## src/rtl/nvm_ctrl_pkg.sv

```systemverilog
package nvm_ctrl_pkg;

   typedef enum logic [1:0] {
      SEL_ADDR = 2'd0,
      SEL_DATA = 2'd1,
      SEL_CTRL = 2'd2,
      SEL_KEY  = 2'd3
   } nvm_sel_e;

   typedef enum logic [1:0] {
      UL_IDLE  = 2'd0,
      UL_HALF  = 2'd1,
      UL_ARMED = 2'd2
   } unlock_st_e;

   // control register bit positions
   localparam int unsigned CB_RD   = 0;
   localparam int unsigned CB_WR   = 1;
   localparam int unsigned CB_WREN = 2;
   localparam int unsigned CB_DONE = 4;
   localparam int unsigned CB_PSEL = 7;

endpackage

```

## src/rtl/nvm_unlock_seq.sv

```systemverilog
module nvm_unlock_seq
   import nvm_ctrl_pkg::*;
#(
   parameter int unsigned   DW    = 8,
   parameter logic [DW-1:0] KEY_A = DW'(8'h55),
   parameter logic [DW-1:0] KEY_B = DW'(8'hAA)
) (
   input  logic          clk,
   input  logic          rst_n,
   input  logic          bus_we,
   input  logic          key_sel,
   input  logic [DW-1:0] wdata,
   output logic          armed
);

   unlock_st_e st_q, st_d;

   always_comb begin
      st_d = st_q;
      if (bus_we) begin
         if (key_sel) begin
            unique case (st_q)
               UL_IDLE: st_d = (wdata == KEY_A) ? UL_HALF  : UL_IDLE;
               UL_HALF: st_d = (wdata == KEY_B) ? UL_ARMED : UL_IDLE;
               default: st_d = UL_IDLE;
            endcase
         end else begin
            // any other register write consumes or voids the sequence
            st_d = UL_IDLE;
         end
      end
   end

   always_ff @(posedge clk or negedge rst_n) begin
      if (!rst_n) st_q <= UL_IDLE;
      else        st_q <= st_d;
   end

   assign armed = (st_q == UL_ARMED);

endmodule

```

## src/rtl/nvm_write_timer.sv

```systemverilog
module nvm_write_timer #(
   parameter int unsigned CYCLES = 16
) (
   input  logic clk,
   input  logic rst_n,
   input  logic start,
   output logic busy,
   output logic done
);

   localparam int unsigned CW = $clog2(CYCLES + 1);

   generate
      if (CYCLES == 1) begin : g_single
         logic busy_q;
         always_ff @(posedge clk or negedge rst_n) begin
            if (!rst_n) busy_q <= 1'b0;
            else        busy_q <= start;
         end
         assign busy = busy_q;
         assign done = busy_q;
      end else begin : g_count
         logic          busy_q;
         logic [CW-1:0] left_q;
         always_ff @(posedge clk or negedge rst_n) begin
            if (!rst_n) begin
               busy_q <= 1'b0;
               left_q <= '0;
            end else if (start) begin
               busy_q <= 1'b1;
               left_q <= CW'(CYCLES);
            end else if (busy_q) begin
               left_q <= left_q - 1'b1;
               if (left_q == CW'(1)) busy_q <= 1'b0;
            end
         end
         assign busy = busy_q;
         assign done = busy_q && (left_q == CW'(1));
      end
   endgenerate

endmodule

```

## src/rtl/nvm_array.sv

```systemverilog
module nvm_array #(
   parameter int unsigned   DEPTH      = 256,
   parameter int unsigned   DW         = 8,
   parameter logic [DW-1:0] INIT_VALUE = DW'(8'hFF),
   localparam int unsigned  AW         = (DEPTH > 1) ? $clog2(DEPTH) : 1
) (
   input  logic          clk,
   input  logic          rst_n,
   input  logic [AW-1:0] rd_addr,
   output logic [DW-1:0] rd_data,
   input  logic          we,
   input  logic [AW-1:0] wa,
   input  logic [DW-1:0] wd
);

   logic [DW-1:0] mem [DEPTH];

   generate
      for (genvar i = 0; i < DEPTH; i++) begin : g_word
         always_ff @(posedge clk or negedge rst_n) begin
            if (!rst_n)                     mem[i] <= INIT_VALUE;
            else if (we && (wa == AW'(i)))  mem[i] <= wd;
         end
      end
   endgenerate

   assign rd_data = mem[rd_addr];

endmodule

```

## src/rtl/nvm_data_ctrl.sv

```systemverilog
module nvm_data_ctrl
   import nvm_ctrl_pkg::*;
#(
   parameter int unsigned   DEPTH        = 256,
   parameter int unsigned   DW           = 8,
   parameter int unsigned   WRITE_CYCLES = 16,
   parameter logic [DW-1:0] INIT_VALUE   = DW'(8'hFF),
   parameter logic [DW-1:0] KEY_A        = DW'(8'h55),
   parameter logic [DW-1:0] KEY_B        = DW'(8'hAA)
) (
   input  logic          clk,
   input  logic          rst_n,
   input  logic [1:0]    bus_sel,
   input  logic          bus_we,
   input  logic [DW-1:0] bus_wdata,
   output logic [DW-1:0] bus_rdata,
   output logic          wr_busy,
   output logic          wr_done_flag
);

   localparam int unsigned AW = (DEPTH > 1) ? $clog2(DEPTH) : 1;

   // elaboration-time parameter checks
   generate
      if (DW < 8) begin : g_bad_dw
         $error("nvm_data_ctrl: DW must be at least 8");
      end
      if ((DEPTH < 2) || ((DEPTH & (DEPTH - 1)) != 0)) begin : g_bad_depth
         $error("nvm_data_ctrl: DEPTH must be a power of two, at least 2");
      end
      if (AW > DW) begin : g_bad_aw
         $error("nvm_data_ctrl: address does not fit the data width");
      end
      if (WRITE_CYCLES < 1) begin : g_bad_cyc
         $error("nvm_data_ctrl: WRITE_CYCLES must be at least 1");
      end
      if (KEY_A == KEY_B) begin : g_bad_key
         $error("nvm_data_ctrl: the two key bytes must differ");
      end
   endgenerate

   logic          addr_we, data_we, ctrl_we, key_we;
   logic [AW-1:0] addr_q;
   logic [DW-1:0] data_q;
   logic          psel_q, wren_q, flag_q;
   logic [AW-1:0] lat_addr_q;
   logic [DW-1:0] lat_data_q;
   logic          armed, wr_fire, rd_fire, wr_end;
   logic [DW-1:0] arr_rd;
   logic [DW-1:0] ctrl_view;

   assign addr_we = bus_we && (bus_sel == SEL_ADDR);
   assign data_we = bus_we && (bus_sel == SEL_DATA);
   assign ctrl_we = bus_we && (bus_sel == SEL_CTRL);
   assign key_we  = bus_we && (bus_sel == SEL_KEY);

   nvm_unlock_seq #(
      .DW    (DW),
      .KEY_A (KEY_A),
      .KEY_B (KEY_B)
   ) u_unlock (
      .clk     (clk),
      .rst_n   (rst_n),
      .bus_we  (bus_we),
      .key_sel (key_we),
      .wdata   (bus_wdata),
      .armed   (armed)
   );

   // start qualification uses the enable bit held before this write
   assign wr_fire = ctrl_we && bus_wdata[CB_WR] && !bus_wdata[CB_PSEL]
                    && wren_q && armed && !wr_busy;
   assign rd_fire = ctrl_we && bus_wdata[CB_RD] && !bus_wdata[CB_PSEL]
                    && !wr_busy && !wr_fire;

   nvm_write_timer #(
      .CYCLES (WRITE_CYCLES)
   ) u_timer (
      .clk   (clk),
      .rst_n (rst_n),
      .start (wr_fire),
      .busy  (wr_busy),
      .done  (wr_end)
   );

   nvm_array #(
      .DEPTH      (DEPTH),
      .DW         (DW),
      .INIT_VALUE (INIT_VALUE)
   ) u_array (
      .clk     (clk),
      .rst_n   (rst_n),
      .rd_addr (addr_q),
      .rd_data (arr_rd),
      .we      (wr_end),
      .wa      (lat_addr_q),
      .wd      (lat_data_q)
   );

   // address register, truncated to the array index width
   always_ff @(posedge clk or negedge rst_n) begin
      if (!rst_n)       addr_q <= '0;
      else if (addr_we) addr_q <= bus_wdata[AW-1:0];
   end

   // data register: bus write or array read
   always_ff @(posedge clk or negedge rst_n) begin
      if (!rst_n)       data_q <= '0;
      else if (data_we) data_q <= bus_wdata;
      else if (rd_fire) data_q <= arr_rd;
   end

   // control bits owned by software
   always_ff @(posedge clk or negedge rst_n) begin
      if (!rst_n) begin
         psel_q <= 1'b0;
         wren_q <= 1'b0;
      end else if (ctrl_we) begin
         psel_q <= bus_wdata[CB_PSEL];
         wren_q <= bus_wdata[CB_WREN];
      end
   end

   // completion flag: hardware sets, software clears with a 0
   always_ff @(posedge clk or negedge rst_n) begin
      if (!rst_n) begin
         flag_q <= 1'b0;
      end else begin
         if (ctrl_we) flag_q <= flag_q & bus_wdata[CB_DONE];
         if (wr_end)  flag_q <= 1'b1;
      end
   end

   // write operands captured at start
   always_ff @(posedge clk or negedge rst_n) begin
      if (!rst_n) begin
         lat_addr_q <= '0;
         lat_data_q <= '0;
      end else if (wr_fire) begin
         lat_addr_q <= addr_q;
         lat_data_q <= data_q;
      end
   end

   always_comb begin
      ctrl_view          = '0;
      ctrl_view[CB_PSEL] = psel_q;
      ctrl_view[CB_DONE] = flag_q;
      ctrl_view[CB_WREN] = wren_q;
      ctrl_view[CB_WR]   = wr_busy;
   end

   always_comb begin
      unique case (bus_sel)
         SEL_ADDR: bus_rdata = DW'(addr_q);
         SEL_DATA: bus_rdata = data_q;
         SEL_CTRL: bus_rdata = ctrl_view;
         default:  bus_rdata = '0;
      endcase
   end

   assign wr_done_flag = flag_q;

endmodule

```

## config.mk

```make
export PLATFORM = sky130hd
export DESIGN_NAME = nvm_data_ctrl
export DESIGN_NICKNAME = d
export VERILOG_FILES = /design/src/rtl/nvm_ctrl_pkg.sv /design/src/rtl/nvm_unlock_seq.sv /design/src/rtl/nvm_write_timer.sv /design/src/rtl/nvm_array.sv /design/src/rtl/nvm_data_ctrl.sv
export SDC_FILE = /design/constraint.sdc
export NUM_CORES = 2
export LEC_CHECK = 0
export ABC_AREA = 0
export CAP_MARGIN = 20
export CELL_PAD_IN_SITES_DETAIL_PLACEMENT = 1
export CELL_PAD_IN_SITES_GLOBAL_PLACEMENT = 2
export CORE_MARGIN = 2
export CORE_UTILIZATION = 43
export CTS_CLUSTER_SIZE = 28
export DETAILED_ROUTE_END_ITERATION = 8
export PLACE_DENSITY = 0.75
export SLEW_MARGIN = 5
export SYNTH_ARGS = -nofsm -noshare
export SYNTH_HDL_FRONTEND = slang
export SYNTH_HIERARCHICAL = 1
export SYNTH_SLANG_ARGS = --single-unit
export TNS_END_PERCENT = 10
```

## constraint.sdc

```tcl
create_clock -name clk -period 2.7 [get_ports clk]
set_input_delay 0.54 -clock clk [delete_from_list [all_inputs] [get_ports clk]]
set_output_delay 0.54 -clock clk [all_outputs]
set_load 0.05 [all_outputs]
```

# Yosys cells after proc, flatten, opt, wreduce, memory -nomap -nowiden
# Cells that the tools add are included.
word_totals:
  register_bits: 2091
  elab_cells: 829
  output_inout_bits: 10
  in_bits: 13
op_classes:
  eq_ne: 263
  order_cmp: 1
  reduce_logical: 279
  bitwise_logic: 2
  addsub: 1
  n_mux: 17
ops:
  columns: ["cell", "count"]
  rows:
  - ["8-bit equality test, second input constant", 129]
  - ["8-bit by 7-bit equality test with 1-bit output, second input constant", 65]
  - ["1-bit logical AND", 270]
  - ["8-bit by 6-bit equality test with 1-bit output, second input constant", 32]
  - ["8-bit by 5-bit equality test with 1-bit output, second input constant", 16]
  - ["8-bit binary-select mux with 8-bit select", 1]
  - ["8-bit by 4-bit equality test with 1-bit output, second input constant", 8]
  - ["8-bit by 3-bit equality test with 1-bit output, second input constant", 4]
  - ["8-bit two-way mux", 4]
  - ["8-bit one-hot mux with 3 select lines", 1]
  - ["8-bit by 2-bit equality test with 1-bit output, second input constant", 2]
  - ["5-bit two-way mux", 2]
  - ["9-bit greater-or-equal comparator, second input constant", 1]
  - ["8-bit inverter with 9-bit output", 1]
  - ["8-bit by 1-bit equality test with 1-bit output, second input constant", 1]
  - ["8-bit logical NOT", 1]
  - ["2-bit equality test, second input constant", 3]
  - ["1-bit two-way mux", 6]
  - ["2-bit nonzero test", 3]
  - ["5-bit by 1-bit equality test with 1-bit output, second input constant", 1]
  - ["5-bit by 1-bit subtractor with 5-bit output, second input constant", 1]
  - ["2-bit by 1-bit equality test with 1-bit output, second input constant", 2]
  - ["2-bit logical NOT", 2]
  - ["2-bit two-way mux", 2]
  - ["3 further kinds", 5]

# Depth between registers and ports, before layout
logic_depth:
  ltp_word: 11
  depth_mapped: 15
  depth_no_buf: 9

# Modules after synthesis
# Netlist, hierarchy kept.
modules_own_cells:
  columns: ["mod", "area_each_um2", "n_inst", "seq_area_each_um2", "cells_each"]
  rows:
  - ["nvm_array", 95940.8, 1, 53811.6, 5980]
  - ["nvm_data_ctrl", 1627.8, 1, 875.8, 134]
  - ["nvm_write_timer", 324.1, 1, 150.1, 30]
  - ["nvm_unlock_seq", 155.1, 1, 50.0, 13]

# Worst setup path after synthesis
# OpenSTA, ideal clock, no wires.
synth_timing:
  path_type: "register to register"
  from: "register u_timer.g_count.left_q[1]"
  to: "register u_array/mem[1112] (netlist bit)"
  slack_ns: -0.038
  setup_time_ns: 0.082
  period_less_slack_ns: 2.738
  required_time_ns: 2.618
  path_stages_with_launch: 11
  n_path_buf: 1
  arrival_ns: 2.656
  cell_sequence: "dfrtp_1 -> inv_1 -> ha_1 -> or4b_1 -> nor2_1 -> inv_1 -> nor2_1 -> nand2_1 -> clkbuf_1 -> nor2_1 -> mux2_2"
synth_via:
  elab_chain_cells: 3
synth_lines:
  columns: ["item", "line", "rtl"]
  rows:
  - ["start: declaration", "nvm_write_timer.sv:24", "logic [CW-1:0] left_q;"]
  - ["start signal: assignment", "nvm_write_timer.sv:31", "left_q <= CW'(CYCLES);"]
  - ["start signal: assignment", "nvm_write_timer.sv:33", "left_q <= left_q - 1'b1;"]
  - ["5-bit by 1-bit equality test with 1-bit output", "nvm_write_timer.sv:38", "assign done = busy_q && (left_q == CW'(1));"]
  - ["1-bit logical AND", "nvm_write_timer.sv:38", null]
  - ["named net wr_end", "nvm_data_ctrl.sv:48", "logic armed, wr_fire, rd_fire, wr_end;"]
  - ["1-bit logical AND", "nvm_array.sv:22", "else if (we && (wa == AW'(i))) mem[i] <= wd;"]
  - ["end signal: indexed assignment", "nvm_array.sv:22", null]
  - ["end: declaration", "nvm_array.sv:16", "logic [DW-1:0] mem [DEPTH];"]
# The timed path passes the listed nets, and every way through them passes these cells.
# A chain may end at the register's enable or synchronous reset.

# Final worst setup path
layout_timing:
  from: "register addr_q[0]"
  to: "register data_q[3]"
layout_via:
  elab_chain_cells: 6
layout_lines:
  columns: ["item", "line", "rtl"]
  rows:
  - ["start: declaration", "nvm_data_ctrl.sv:43", "logic [AW-1:0] addr_q;"]
  - ["start signal: assignment", "nvm_data_ctrl.sv:103", "else if (addr_we) addr_q <= bus_wdata[AW-1:0];"]
  - ["8-bit inverter with 9-bit output (not written as such)", "nvm_array.sv:27", "assign rd_data = mem[rd_addr];"]
  - ["8-bit binary-select mux with 8-bit select", "nvm_array.sv:27", null]
  - ["8-bit two-way mux (not written as such) (2 in a row)", "nvm_array.sv:27", null]
  - ["named net arr_rd[3]", "nvm_data_ctrl.sv:49", "logic [DW-1:0] arr_rd;"]
  - ["8-bit two-way mux", "nvm_data_ctrl.sv:110", "else if (rd_fire) data_q <= arr_rd;"]
  - ["8-bit two-way mux", "nvm_data_ctrl.sv:109", "else if (data_we) data_q <= bus_wdata;"]
  - ["end signal: assignment", "nvm_data_ctrl.sv:109", null]
  - ["end signal: assignment", "nvm_data_ctrl.sv:110", null]
  - ["end: declaration", "nvm_data_ctrl.sv:44", "logic [DW-1:0] data_q;"]
# The timed path passes the listed nets, and every way through them passes these cells. The select of a mux whose other input is x is not followed.

==> impl_metrics.json <==
{
  "p_leak_nw": 48.6,
  "grt_max_degree": 137,
  "tightest_slew_ns": 1.02,
  "end_kind": "flop",
  "syn-num-nets": 6172,
  "p_total_mw": 72.7,
  "fin_crit_sh": 1.20,
  "avgSynthCellArea_um2": 15.9,
  "worst_r2r_endpoint": "data_q[3]",
  "clk_pin_slew_ns": 0.06,
  "io_buffers": 22,
  "ff2ff_setup_slack_ns": -0.53,
  "r2r_start": "addr_q[0]",
  "startpoint_type": "flop",
  "dr.first_iter.drc_count": 3748,
  "async_flop_share": 1.00,
  "reg2reg_depth": 11,
  "coreArea_um2": 227000,
  "worstPathCellList": "buf_12 -> buf_16 -> buf_16 -> buf_8 -> buf_6 -> mux4_2 -> mux4_2 -> a211oi_4 -> nor4_4 -> nand2_1 -> o211ai_1",
  "avgViaCountPerCell": 5.80,
  "cpMaxStageDelayCell": "mux4_2",
  "antenna_found_initial": 9,
  "layout_setup_ws_ns": -0.532,
  "routed-via-count": 58620,
  "cts_buffers": 220,
  "cpPeakStageDelay_ns": 0.64,
  "clkLatencyLatePin_ns": 0.88,
  "place_hpwl_um": 199000,
  "ant_nets": 0,
  "synth_cells": 6157,
  "wl_per_cell_um": 30.2,
  "finalHoldViolCount": 0,
  "fp.dieW_um": 482,
  "whs_ns": 0.268,
  "first_pass_iters": 5,
  "crit_fanout": 6,
  "synthesis.area_um2": 98000,
  "skew_ns": 0.0460,
  "rows": 175,
  "clock.fmax_mhz": 309,
  "grt_first_pass_wirelength_um": 450000,
  "worstSetupPathType": "flop to flop",
  "die_area_um2": 232000,
  "gr-total-overflow": 0,
  "tns_ns": -43.49,
  "drive_gt1_frac": 0.881,
  "drv_slew": 0,
  "synth_flop_cell": "dfstp_2",
  "peakVddDrop_mv": 0.543,
  "cts-root-buf": "clkbuf_16",
  "required_ns": 3.45,
  "cts.sinks": 2091,
  "ys_types": 74,
  "min_path_type": "primary input to async pin",
  "die_h_um": 482,
  "area_growth_pct": 23.2,
  "ioPinCount": 23,
  "p_per_area_nw_per_um2": 602,
  "arrival_ns": 3.98,
  "status": "finished with violations",
  "dp_slack_ns": -1.08,
  "ys_seq_area_frac": 0.560,
  "place.gp.congestion": 0.879,
  "ys_warn_count": 6,
  "cts.path.max_buffers": 3,
  "totalWireLength_um": 305000,
  "grt_util_all_layers": 0.261,
  "synth-seq-cells": 2091,
  "dpl_cell_area_um2": 109000,
  "rsz0062_at_grt": "true",
  "grt_pass1_vias": 65027,
  "drc": 0,
  "stdcell_area_um2": 121000,
  "synth_edf_count": 0,
  "min_period_ns": 3.23,
  "htreeDepth": 4,
  "relSlewSlack": 0.316,
  "drv_cap": 0,
  "setup_viol": 1043,
  "cts_tree": "built",
  "initial_utilization": 0.432,
  "fin_nets": 6924,
  "violations": "setup timing"
}
==> Yosys cell counts (7+ instances only) <==
master       n  area share
dfrtp_1     43       0.011
nand2b_1    14     0.00089
mux4_1       7      0.0019
a22o_1      28      0.0025
mux4_2     475        0.11
and3_1       9     0.00057
buf_6       38      0.0044
buf_8       10      0.0015
nand3_1     29      0.0015
a21oi_1     60      0.0031
clkbuf_1   313       0.012
a31oi_1      7     0.00045
nor2_1     235      0.0090
mux2i_1    143       0.015
o221ai_1    46      0.0041
nor2b_1     20      0.0013
o22ai_1     34      0.0022
a221oi_1    33      0.0029
dfstp_2   2048        0.55
buf_2       60      0.0031
o21ai_0     36      0.0018
buf_12       7      0.0014
buf_4       14      0.0011
nand2_1    166      0.0064
mux2_4       9      0.0014
nor3_1      20      0.0010
inv_1       12     0.00046
a22oi_1     50      0.0038
buf_1       16     0.00061
o211ai_1    10     0.00077
a211oi_1    11     0.00084
mux2_2    2075        0.24
==> critical path, delay by kind of cell, from the launching register on <==
family,cells,cell delay (ns)
AOI/OAI and AO/OA,2,0.64
and+or+nand+nor,2,0.16
muxes,2,1.06
DFF,1,0.50
buffers and inverters,5,0.72
==> metal layers <==
metal / part of all wire / routed length (um) / global-route usage
met1: 0.43 / 130000 / 0.348
met2: 0.49 / 150000 / 0.435
met3: 0.043 / 13100 / 0.0363
met4: 0.040 / 12300 / 0.0929
met5: 0.000023 / 7 / 0
==> flip-flops by register name (all words and copies together), names as in the netlist, 2 cells and up <==
name / flops
addr_q: 8
data_q: 8
lat_addr_q: 8
lat_data_q: 8
u_array/mem: 2048
u_timer/g_count.left_q: 5
u_unlock/st_q: 2
==> where the power goes <==
part	internal, mW	leakage, nW	total [mW]	switching, mW
Clock	18.2	3.69	31.2	13.0
Combinational	4.32	23.3	9.86	5.54
Sequential	31.6	21.6	31.7	0.107
==> metrics by stage <==
| step | util | std cells |
|---|---|---|
| 4_1_cts | 0.523 | 10086 |
| 5_1_grt | 0.532 | 10110 |
| 3_5_place_dp | 0.478 | 9600 |
| 6_report | 0.532 | 10111 |
| 2_1_floorplan | - | 6157 |
| 3_3_place_gp | 0.478 | 9600 |
==> cell families (layout without fill, tap and decap cells) <==
| group | count (synthesis) | count (layout) | share of synthesized area |
|---|---|---|---|
| simple gates | 537 | 537 | 0.0245 |
| mux | 2710 | 2710 | 0.366 |
| xor+xnor | 1 | 1 | 0.0000893 |
| buf+inv | 472 | 1415 | 0.0246 |
| fa+ha+maj | 2 | 2 | 0.000255 |
| flops | 2091 | 2091 | 0.560 |
| compound gates | 344 | 344 | 0.0252 |
| other cells | 0 | 2 | 0 |
==> cell usage in the layout (no fill, tap or decap), types with 21 or more instances in the layout <==
cell type | Yosys | layout
nor2_4 | 0 | 68
nand2_1 | 166 | 116
o221ai_1 | 46 | 30
buf_6 | 38 | 107
o22ai_1 | 34 | 28
dfrtp_1 | 43 | 30
buf_16 | 0 | 21
buf_4 | 14 | 585
clkbuf_16 | 0 | 231
o21ai_0 | 36 | 25
mux4_2 | 475 | 478
buf_8 | 10 | 48
clkinv_2 | 0 | 45
mux2i_1 | 143 | 138
nand3_1 | 29 | 26
buf_12 | 7 | 201
dfstp_2 | 2048 | 2048
mux2_4 | 9 | 164
a21oi_1 | 60 | 45
a22oi_1 | 50 | 40
mux2_2 | 2075 | 1920
a22o_1 | 28 | 26
clkbuf_8 | 0 | 57
a221oi_2 | 1 | 24
clkbuf_1 | 313 | 56
nor2_1 | 235 | 130
nor2_2 | 0 | 37
nand2_4 | 0 | 28
==> worst max path at each step <==
stage	cells after the start	slack, ns	from	to
after floorplan	10	-0.04	u_timer/g_count.left_q[1]	u_array/mem[1112]
after global placement	13	-1.29	addr_q[0]	data_q[5]
after detailed placement	10	-1.08	addr_q[0]	data_q[3]
after CTS	11	-0.49	addr_q[0]	data_q[3]
after global routing	15	-0.56	addr_q[0]	data_q[0]
final	11	-0.53	addr_q[0]	data_q[3]
==> what timing repair did <==
action / in CTS / in global routing
setup endpoints to repair: 1773 / 1992
gates cloned: 16 / 8
resized for setup: 426 / 432
hold endpoints to repair: 41 / 0
pin swaps: 48 / 66
hold buffers: 1 / 0
buffers inserted: 61 / 28
==> cell type report <==
type / instances / area (um2)
clock buffers: 336 / 6580
flip-flops and latches: 2091 / 54900
repair buffers: 988 / 11400
well taps: 3009 / 3760
multi-input cells: 3594 / 43200
clock inverters: 77 / 896
diodes: 2 / 5.00
fillers: 20855 / 106000
inverters: 14 / 63.8
Power figures use the tool's default switching activity.
